===== config.mk =====
export PLATFORM = sky130hd
export DESIGN_NAME = dbg_pwrup_engine
export DESIGN_NICKNAME = d
export VERILOG_FILES = /design/src/rtl/dbg_pwr_pkg.sv /design/src/rtl/swd_bit_timer.sv /design/src/rtl/swd_link.sv /design/src/rtl/dbg_pwrup_engine.sv
export SDC_FILE = /design/constraint.sdc
export NUM_CORES = 1
export LEC_CHECK = 0
export BUFFER_PORTS_ARGS = -buffer_cell sky130_fd_sc_hd__buf_2
export CAP_MARGIN = 5
export CELL_PAD_IN_SITES_DETAIL_PLACEMENT = 0
export CELL_PAD_IN_SITES_GLOBAL_PLACEMENT = 2
export CORE_UTILIZATION = 30
export DETAILED_ROUTE_END_ITERATION = 10
export GPL_ROUTABILITY_DRIVEN = 0
export GPL_TIMING_DRIVEN = 0
export PLACE_DENSITY = 0.67
export SLEW_MARGIN = 40
export SYNTH_ARGS = -nofsm -noshare
export SYNTH_HDL_FRONTEND = slang
export SYNTH_SLANG_ARGS = --single-unit
export TNS_END_PERCENT = 5

===== constraint.sdc =====
create_clock -name clk -period 3.8 [get_ports clk]
set_input_delay 0.19 -clock clk [delete_from_list [all_inputs] [get_ports clk]]
set_output_delay 0.19 -clock clk [all_outputs]
set_load 0.02 [all_outputs]

===== src/rtl/dbg_pwr_pkg.sv =====
package dbg_pwr_pkg;

    localparam int DW = 32;

    // acknowledge codes, first received bit in bit 0
    localparam logic [2:0] ACK_OK   = 3'b001;
    localparam logic [2:0] ACK_WAIT = 3'b010;

    // control/status register address bits [3:2]
    localparam logic [1:0] CTRL_ADDR = 2'b01;

    localparam logic [DW-1:0] CTRL_W1 = 32'h5000_0020;  // power requests + sticky clear
    localparam logic [DW-1:0] CTRL_W2 = 32'h5000_0000;  // power requests only

    localparam int SYS_ACK_BIT = 31;
    localparam int DBG_ACK_BIT = 29;

    typedef enum logic [3:0] {
        L_IDLE, L_REQ, L_TRN1, L_ACK, L_TRN2, L_WDAT, L_WPAR,
        L_RDAT, L_RPAR, L_TEND, L_FIN
    } link_st_e;

    typedef enum logic [1:0] {S_IDLE, S_WR, S_RD} seq_st_e;

    // request header, bit 0 goes out first:
    // start, port select, direction, A2, A3, parity, stop, park
    function automatic logic [7:0] req_byte(input logic ap, input logic rnw,
                                            input logic [1:0] addr);
        return {1'b1, 1'b0, ^{ap, rnw, addr}, addr[1], addr[0], rnw, ap, 1'b1};
    endfunction

endpackage


===== src/rtl/swd_bit_timer.sv =====
module swd_bit_timer #(
    parameter int DIV_W = 8
) (
    input  logic             clk,
    input  logic             rst_n,
    input  logic             run,
    input  logic [DIV_W-1:0] div,
    output logic             swclk,
    output logic             bit_end
);
    typedef struct packed {
        logic [DIV_W-1:0] cnt;
        logic             hi;
    } tmr_t;

    tmr_t q, d;
    logic wrap;

    always_comb begin
        wrap = (q.cnt >= div);
        d    = q;
        if (!run) begin
            d = '0;
        end else if (wrap) begin
            d.cnt = '0;
            d.hi  = !q.hi;
        end else begin
            d.cnt = q.cnt + 1'b1;
        end
    end

    always_ff @(posedge clk or negedge rst_n) begin
        if (!rst_n) q <= '0;
        else        q <= d;
    end

    assign swclk   = q.hi;
    assign bit_end = run && q.hi && wrap;

endmodule


===== src/rtl/swd_link.sv =====
module swd_link
    import dbg_pwr_pkg::*;
(
    input  logic          clk,
    input  logic          rst_n,
    input  logic          go,
    input  logic          rnw,
    input  logic [DW-1:0] wdata,
    input  logic          bit_end,
    input  logic          din,
    output logic          run,
    output logic          dout,
    output logic          oe,
    output logic          fin,
    output logic [2:0]    ack,
    output logic [DW-1:0] rdata,
    output logic          par_ok
);
    localparam logic [5:0] LAST_BIT = 6'(DW - 1);

    typedef struct packed {
        link_st_e      st;
        logic [5:0]    cnt;
        logic [DW-1:0] sh;
        logic [2:0]    ack;
        logic          rnw;
        logic          dout;
        logic          oe;
        logic          par_ok;
    } link_t;

    localparam link_t LINK_RST = '{st: L_IDLE, cnt: '0, sh: '0, ack: '0,
                                   rnw: 1'b0, dout: 1'b0, oe: 1'b1, par_ok: 1'b1};

    link_t q, d;
    logic [7:0] req;
    logic [2:0] ack_nx;

    always_comb begin
        req    = req_byte(1'b0, rnw, CTRL_ADDR);
        ack_nx = {din, q.ack[2:1]};
        d      = q;
        if (q.st == L_IDLE) begin
            if (go) begin
                d.st     = L_REQ;
                d.rnw    = rnw;
                d.sh     = {{(DW-8){1'b0}}, req};
                d.dout   = req[0];
                d.oe     = 1'b1;
                d.cnt    = '0;
                d.par_ok = 1'b1;
            end
        end else if (q.st == L_FIN) begin
            d.st = L_IDLE;
        end else if (bit_end) begin
            case (q.st)
                L_REQ: begin
                    if (q.cnt == 6'd7) begin
                        d.st  = L_TRN1;
                        d.oe  = 1'b0;
                        d.cnt = '0;
                    end else begin
                        d.cnt  = q.cnt + 6'd1;
                        d.sh   = q.sh >> 1;
                        d.dout = q.sh[1];
                    end
                end
                L_TRN1: begin
                    d.st  = L_ACK;
                    d.cnt = '0;
                end
                L_ACK: begin
                    d.ack = ack_nx;
                    if (q.cnt == 6'd2) begin
                        d.cnt = '0;
                        if (ack_nx != ACK_OK) d.st = L_TEND;
                        else if (q.rnw)       d.st = L_RDAT;
                        else                  d.st = L_TRN2;
                    end else begin
                        d.cnt = q.cnt + 6'd1;
                    end
                end
                L_TRN2: begin
                    d.st   = L_WDAT;
                    d.oe   = 1'b1;
                    d.sh   = wdata;
                    d.dout = wdata[0];
                    d.cnt  = '0;
                end
                L_WDAT: begin
                    if (q.cnt == LAST_BIT) begin
                        d.st   = L_WPAR;
                        d.dout = ^wdata;
                    end else begin
                        d.cnt  = q.cnt + 6'd1;
                        d.sh   = q.sh >> 1;
                        d.dout = q.sh[1];
                    end
                end
                L_WPAR: begin
                    d.st   = L_FIN;
                    d.oe   = 1'b1;
                    d.dout = 1'b0;
                end
                L_RDAT: begin
                    d.sh = {din, q.sh[DW-1:1]};
                    if (q.cnt == LAST_BIT) d.st = L_RPAR;
                    else                   d.cnt = q.cnt + 6'd1;
                end
                L_RPAR: begin
                    d.par_ok = ~^{q.sh, din};
                    d.st     = L_TEND;
                end
                L_TEND: begin
                    d.st   = L_FIN;
                    d.oe   = 1'b1;
                    d.dout = 1'b0;
                end
                default: d.st = L_IDLE;
            endcase
        end
    end

    always_ff @(posedge clk or negedge rst_n) begin
        if (!rst_n) q <= LINK_RST;
        else        q <= d;
    end

    assign run    = (q.st != L_IDLE) && (q.st != L_FIN);
    assign fin    = (q.st == L_FIN);
    assign dout   = q.dout;
    assign oe     = q.oe;
    assign ack    = q.ack;
    assign rdata  = q.sh;
    assign par_ok = q.par_ok;

endmodule


===== src/rtl/dbg_pwrup_engine.sv =====
module dbg_pwrup_engine
    import dbg_pwr_pkg::*;
#(
    parameter int DIV_W = 8,
    parameter int TO_W  = 8
) (
    input  logic             clk,
    input  logic             rst_n,
    input  logic             start,
    input  logic [DIV_W-1:0] clk_div,
    input  logic [TO_W-1:0]  timeout,
    output logic             swclk_o,
    output logic             swdio_o,
    output logic             swdio_oe,
    input  logic             swdio_i,
    output logic             done,
    output logic             error,
    output logic [DW-1:0]    ctrl_status
);
    typedef struct packed {
        seq_st_e       st;
        logic          phase;
        logic [TO_W-1:0] tries;
        logic          go;
        logic          rnw;
        logic [DW-1:0] wdata;
        logic          done;
        logic          err;
        logic [DW-1:0] status;
    } seq_t;

    seq_t q, d;

    logic          lk_run, lk_fin, lk_par, bit_end;
    logic [2:0]    lk_ack;
    logic [DW-1:0] lk_rdata;
    logic [TO_W:0] lim, tries_nx;
    logic          last_try, ready;

    swd_bit_timer #(.DIV_W(DIV_W)) u_tmr (
        .clk(clk), .rst_n(rst_n), .run(lk_run), .div(clk_div),
        .swclk(swclk_o), .bit_end(bit_end)
    );

    swd_link u_link (
        .clk(clk), .rst_n(rst_n), .go(q.go), .rnw(q.rnw), .wdata(q.wdata),
        .bit_end(bit_end), .din(swdio_i), .run(lk_run), .dout(swdio_o),
        .oe(swdio_oe), .fin(lk_fin), .ack(lk_ack), .rdata(lk_rdata),
        .par_ok(lk_par)
    );

    always_comb begin
        lim      = (timeout == '0) ? (TO_W+1)'(1) : {1'b0, timeout};
        tries_nx = {1'b0, q.tries} + 1'b1;
        last_try = (tries_nx >= lim);
        ready    = lk_rdata[SYS_ACK_BIT] && lk_rdata[DBG_ACK_BIT];
        d        = q;
        d.go     = 1'b0;
        case (q.st)
            S_IDLE: begin
                if (start) begin
                    d.done  = 1'b0;
                    d.err   = 1'b0;
                    d.phase = 1'b0;
                    d.tries = '0;
                    d.go    = 1'b1;
                    d.rnw   = 1'b0;
                    d.wdata = CTRL_W1;
                    d.st    = S_WR;
                end
            end
            S_WR: begin
                if (lk_fin) begin
                    if (lk_ack == ACK_OK) begin
                        d.go  = 1'b1;
                        d.rnw = 1'b1;
                        d.st  = S_RD;
                    end else if (lk_ack == ACK_WAIT && !last_try) begin
                        d.tries = tries_nx[TO_W-1:0];
                        d.go    = 1'b1;
                    end else begin
                        d.err = 1'b1;
                        d.st  = S_IDLE;
                    end
                end
            end
            S_RD: begin
                if (lk_fin) begin
                    if (lk_ack == ACK_OK && lk_par) begin
                        d.status = lk_rdata;
                        if (ready && !q.phase) begin
                            d.phase = 1'b1;
                            d.tries = '0;
                            d.go    = 1'b1;
                            d.rnw   = 1'b0;
                            d.wdata = CTRL_W2;
                            d.st    = S_WR;
                        end else if (ready) begin
                            d.done = 1'b1;
                            d.st   = S_IDLE;
                        end else if (!last_try) begin
                            d.tries = tries_nx[TO_W-1:0];
                            d.go    = 1'b1;
                        end else begin
                            d.err = 1'b1;
                            d.st  = S_IDLE;
                        end
                    end else if (lk_ack == ACK_WAIT && !last_try) begin
                        d.tries = tries_nx[TO_W-1:0];
                        d.go    = 1'b1;
                    end else begin
                        d.err = 1'b1;
                        d.st  = S_IDLE;
                    end
                end
            end
            default: d.st = S_IDLE;
        endcase
    end

    always_ff @(posedge clk or negedge rst_n) begin
        if (!rst_n) q <= '{st: S_IDLE, default: '0};
        else        q <= d;
    end

    assign done        = q.done;
    assign error       = q.err;
    assign ctrl_status = q.status;

endmodule


### Word level (Yosys, flattened, before mapping)

Cells that the tools add are included.

* register bits: 137
* output and inout bits: 37

* $add $sub $neg: 3
* magnitude comparators: 2
* equality and inequality tests: 45
* mux-type cells: 70
* bitwise operators: 2
* reduce and logical (&&, ||, !) cells: 44

Operators by type and width (count)
* $pmux W32 S4: 1
* $mux W42: 2
* $mux W79: 1
* $pmux W33 S2: 1
* $mux W32: 2
* $mux W9: 6
* $mux W47: 1
* $mux W45: 1
* $mux W41: 1
* $mux W38: 1
* $mux W34: 1
* $mux W33: 1
* $reduce_xnor A33 Y1: 1
* $pmux W4 S8: 1
* $reduce_xor A32 Y1: 1
* $pmux W10 S3: 1
* $pmux W6 S5: 1
* $mux W4: 6
* $mux W8: 3
* $reduce_and A6 Y1: 4
* $ne A2 B2 Y1 const B: 11
* $mux W2: 9
* $mux W6: 3
* $eq A4 B3 Y1 const B: 4
* other kinds (49): 102

### Depth between registers and ports, before layout

* depth after elaboration: 9
* gate-level depth with buffers: 14
* gate-level depth less buffers: 12

### By module

From an unflattened synthesis, not the netlist that was laid out.

* cell total of the unflattened synthesis: 727
* area, all modules: 7277.0 µm²

By module, submodules not included
* swd_link: times used 1, cells an instance 408, area each 3734.8 µm²
* dbg_pwrup_engine: times used 1, cells an instance 250, area each 2862.7 µm²
* swd_bit_timer: times used 1, cells an instance 69, area each 679.4 µm²

### Worst setup path after synthesis

Ideal clock, no wire load.

* path type: register to register
* start point: register q[68] in the netlist's numbering
* end point: register q[75] in the netlist's numbering
* library setup time: 0.121 ns
* arrival time: 3.219 ns
* required time: 3.679 ns
* slack: 0.460 ns
* stages on the path, launching flop included: 14
* buffers on the path: 1
* clock period less this slack: 3.340 ns
* cell sequence: dfrtp_1 > ha_1 > nand2_1 > or3_1 > xnor2_1 > ha_1 > and3_1 > a221oi_1 > o21ai_1 > a211o_1 > buf_2 > a21oi_2 > o21ai_0 > a22o_1

* longest elaborated chain between the ends: 8

RTL lines
* from (decl): line dbg_pwrup_engine.sv:32 `seq_t q, d;`
* from (signal assigned): line dbg_pwrup_engine.sv:122 `if (!rst_n) q <= '{st: S_IDLE, default: '0};`
* from (signal assigned): line dbg_pwrup_engine.sv:123 `else q <= d;`
* $add A8 B1 Y9 *: line dbg_pwrup_engine.sv:54 `tries_nx = {1'b0, q.tries} + 1'b1;`
* $ge A9 B8 Y1: line dbg_pwrup_engine.sv:55 `last_try = (tries_nx >= lim);`
* $logic_not A1 Y1: line dbg_pwrup_engine.sv:78, dbg_pwrup_engine.sv:108
* $logic_and A1 B1 Y1: line dbg_pwrup_engine.sv:78, dbg_pwrup_engine.sv:108
* $mux W9: line dbg_pwrup_engine.sv:78, dbg_pwrup_engine.sv:108
* $mux W9 or $mux W8 (tied branches): line dbg_pwrup_engine.sv:89, dbg_pwrup_engine.sv:74
* $mux W79 or $mux W10 (tied branches): line dbg_pwrup_engine.sv:88, dbg_pwrup_engine.sv:73
* $pmux W10 S3: line dbg_pwrup_engine.sv:59 `case (q.st)`

Every way passes the cells marked *; elsewhere a longest branch is shown, timed or not. The select of a mux whose other input is x is not followed.
A chain may end at the register's enable or synchronous reset.

### Worst setup path after layout

Ends and elaborated chain as after synthesis.

==> summary.txt <==
Status
  • Status: complete, no violations

Timing
  • Final Max Tran Viols: 0
  • Worst slew pin tran: 650 ps
  • Worst hold slack: 176 ps
  • F_max: 0.278 GHz
  • Clock Skews: 6.55 ps
  • Fin crit period: 3600 ps
  • Hold Vio Cnt, Final: 0
  • Period utilization: 94.6%
  • Rel. slew slack: 56.6%
  • RSZ-0062 raised after global routing: no
  • Setup ws final: 203 ps
  • # setup viols final: 0

Clock tree
  • Clk slew on worst S/H paths: 70 ps
  • Clk buf depth: 2
  • Root buf cell: clkbuf_16
  • CTS tree: yes
  • Clock latency on the worst-skew pair: 350 ps
  • Cts bufs inserted: 9
  • Max H-tree Level: 3
  • Clk sinks: 107

Placement
  • Input/output buffers: 56
  • Post-Place Cells: 959
  • Detailed Place HPWL: 11,300 um
  • Post-place setup slack: -120 ps

Setup path
  • Worst setup EP type: flip-flop
  • Reg-to-reg endpoint: q[75]$_DFFE_PN0P_
  • CP startpoint kind: flip-flop
  • Critical path fanouts, max: 9
  • Worst EP arrival: 3830 ps
  • Reg2reg setup slack: 200 ps
  • FF-to-FF Start: q[68]$_DFFE_PN0P_
  • Kind of critical path: flip-flop to flip-flop
  • Crit path required time: 4040 ps
  • R2r worst-path depth: 13

Floorplanning
  • Starting density of the core: 30.8%
  • Core area: 0.0203 mm2
  • Row cnt: 52
  • Die span in y: 146 um
  • Io pins: 57
  • Chip Width: 146 um
  • Die area: 0.0214 mm2

Layout
  • Final net count: 753
  • Most common cell after layout, fill and taps aside: dfrtp_1
  • Layout cells sized above 1: 25.4%
  • Synth-to-Final Area Change: 17.2%
  • Antenna diodes: 0
  • Most frequent cells in the layout: 104 x dfrtp_1, 64 x buf_2, 49 x nand2_1, 45 x nor2_1, 41 x buf_4
  • Cell Count, Final, Fillers Out: 984

Logic synthesis
  • Cell Area, Synth: 0.00625 mm2
  • Syn avg cell area: 9.88 um2
  • Netlist cell types: 63
  • Seq/Total Area, Yosys: 42.9%
  • Number of synthesized flops with an enable pin: 0
  • Post-synth ARST share: 100%
  • Ys Warns: 0
  • Syn nets: 676
  • Synthesized instance count: 632
  • Main synth FF type: dfrtp_1
  • Number of synthesized register bits: 107

Drt
  • DR pass1 iterations: 4
  • DRT iter0 DRCs: 307
  • Vias: 4,860
  • WL/cell: 16.0 um
  • Antenna-violating nets left: 0
  • Remaining DRCs: 0
  • Total routed wirelength: 15,700 um
  • Via density: 4.94

Pwr
  • Internal power: 2.08 mW
  • NetSw: 1.02 mW
  • Clk network pwr share: 32.1%
  • Maximum vdd drop: 0.222 mV
  • Seq pwr share: 40.7%
  • Sw frac: 33.0%
  • Pleak: 3.53 nW
  • PwrDens: 424 mW/mm2
  • Combinational fraction of design power: 27.1%

Global route
  • Largest net degree at the start of global routing: 63
  • Vias in the first global route: 4,837
  • GRT overflow: 0
  • First-pass GRT wire length: 25,900 um
  • Initial antenna violation count: 0
  • GRT Total Usage: 15.2%

Worst hold path
  • Hold EP: u_link.ack[2]$_DFFE_PN0P_
  • Hold Startpoint: swdio_i
  • Hold crit path type: primary input to flip-flop
  • Hold depth: 2

Job
  • Max-cap violations: 0
## area by class of cell
class | instances | area, um2
buffer | 59 | 372
clock buffer | 11 | 243
clock inverter | 5 | 67.6
fill | 2091 | 13000
inverter | 27 | 101
multi-input combinational | 439 | 3130
sequential | 107 | 2680
tap | 270 | 338
timing repair buffer | 66 | 388
## cell usage after synthesis (all sizes together) (9+ instances only)
master	number	area share (%)
buf	45	5.1
o21ai	38	3.0
mux2	38	6.9
nand3	17	1.4
ha	24	4.8
and3	9	0.90
inv	27	1.6
xnor2	35	4.9
dfrtp	105	42
a21o	11	1.3
a31oi	10	1.0
a22o	25	3.5
xor2	9	1.3
nor2	47	2.8
nor3	11	1.1
a21oi	23	1.9
clkbuf	14	0.84
nand2	49	2.9
## critical path: stages, from the launching register on
cell	delay (ps)
dfrtp_2	430
ha_2	230
nand2_1	70
or3_1	430
xnor2_1	160
ha_1	310
and3_1	180
a221oi_1	280
o21ai_1	190
a211o_1	290
buf_2	190
a21oi_4	250
o21ai_0	200
a22o_1	270
## how the worst max path moves through the flow
stage / start / endpoint / slack [ps] / cells after the start
2_1_floorplan: q[68]$_DFFE_PN0P_ / q[75]$_DFFE_PN0P_ / 460 / 13
3_3_place_gp: q[68]$_DFFE_PN0P_ / q[75]$_DFFE_PN0P_ / -120 / 13
3_5_place_dp: q[68]$_DFFE_PN0P_ / q[75]$_DFFE_PN0P_ / -120 / 13
4_1_cts: q[68]$_DFFE_PN0P_ / q[75]$_DFFE_PN0P_ / 4 / 13
5_1_grt: q[70]$_DFFE_PN0P_ / q[75]$_DFFE_PN0P_ / 40 / 13
6_report: q[68]$_DFFE_PN0P_ / q[75]$_DFFE_PN0P_ / 200 / 13
## metal layers
metal	vias up	routed length (um)	global-route usage [%]	part of all wire, %
met5	-	0	0	0
met4	0	88	3.07	0.56
met3	4	485	3.47	3.1
met2	73	7210	23.8	46
met1	2396	7940	21.5	50
li1	2387	-	-	-
## power by group through the flow
| stage | registers (mW) | clock network [mW] | logic, mW |
|---|---|---|---|
| finish | 1.26 | 0.997 | 0.843 |
| global route | 1.28 | 1.09 | 0.946 |
| CTS | 1.27 | 1.05 | 0.807 |
| detailed placement | 1.29 | 0 | 0.797 |
| global placement | 1.29 | 0 | 0.793 |
| floorplan | 1.28 | 0 | 0.560 |
## sequential cells by signal, summed over array words and instances (netlist names)
name / cells
u_tmr.q: 8
u_link.par_ok: 1
ctrl_status: 32
u_link.oe: 1
error: 1
u_link.ack: 3
u_link.rdata: 32
u_link.q: 11
u_link.dout: 1
u_tmr.swclk: 1
q: 15
done: 1
## logic make-up after synthesis
kind of cell | Yosys count | synth area share (%)
simple gates | 173 | 13.9
compound gates | 155 | 16.9
flops | 107 | 42.9
buf+inv | 86 | 7.57
xor+xnor | 44 | 6.17
mux | 43 | 7.65
fa+ha+maj | 24 | 4.81
## timing repair
action / 4_1_cts / 5_1_grt
hold buffers: 1 / 0
gates resized for setup: 2 / 4
endpoints found under the hold margin: 43 / 0
setup endpoints to repair: 2 / 6
gates cloned: 0 / 0
buffers inserted: 0 / 8
pin swaps: 0 / 1
## per-stage QoR
step                      TNS (ps)  total power, mW  cell area, um2  utilization (%)
after detailed placement      -173             2.09            6920             34.1
final                            0             3.10            7320             36.1
after global routing             0             3.32            7320             36.1
after global placement        -176             2.08            6860             33.8
after floorplan                  0             1.84            6250                -
after CTS                        0             3.12            7250             35.7
Power figures use the tool's default switching activity.
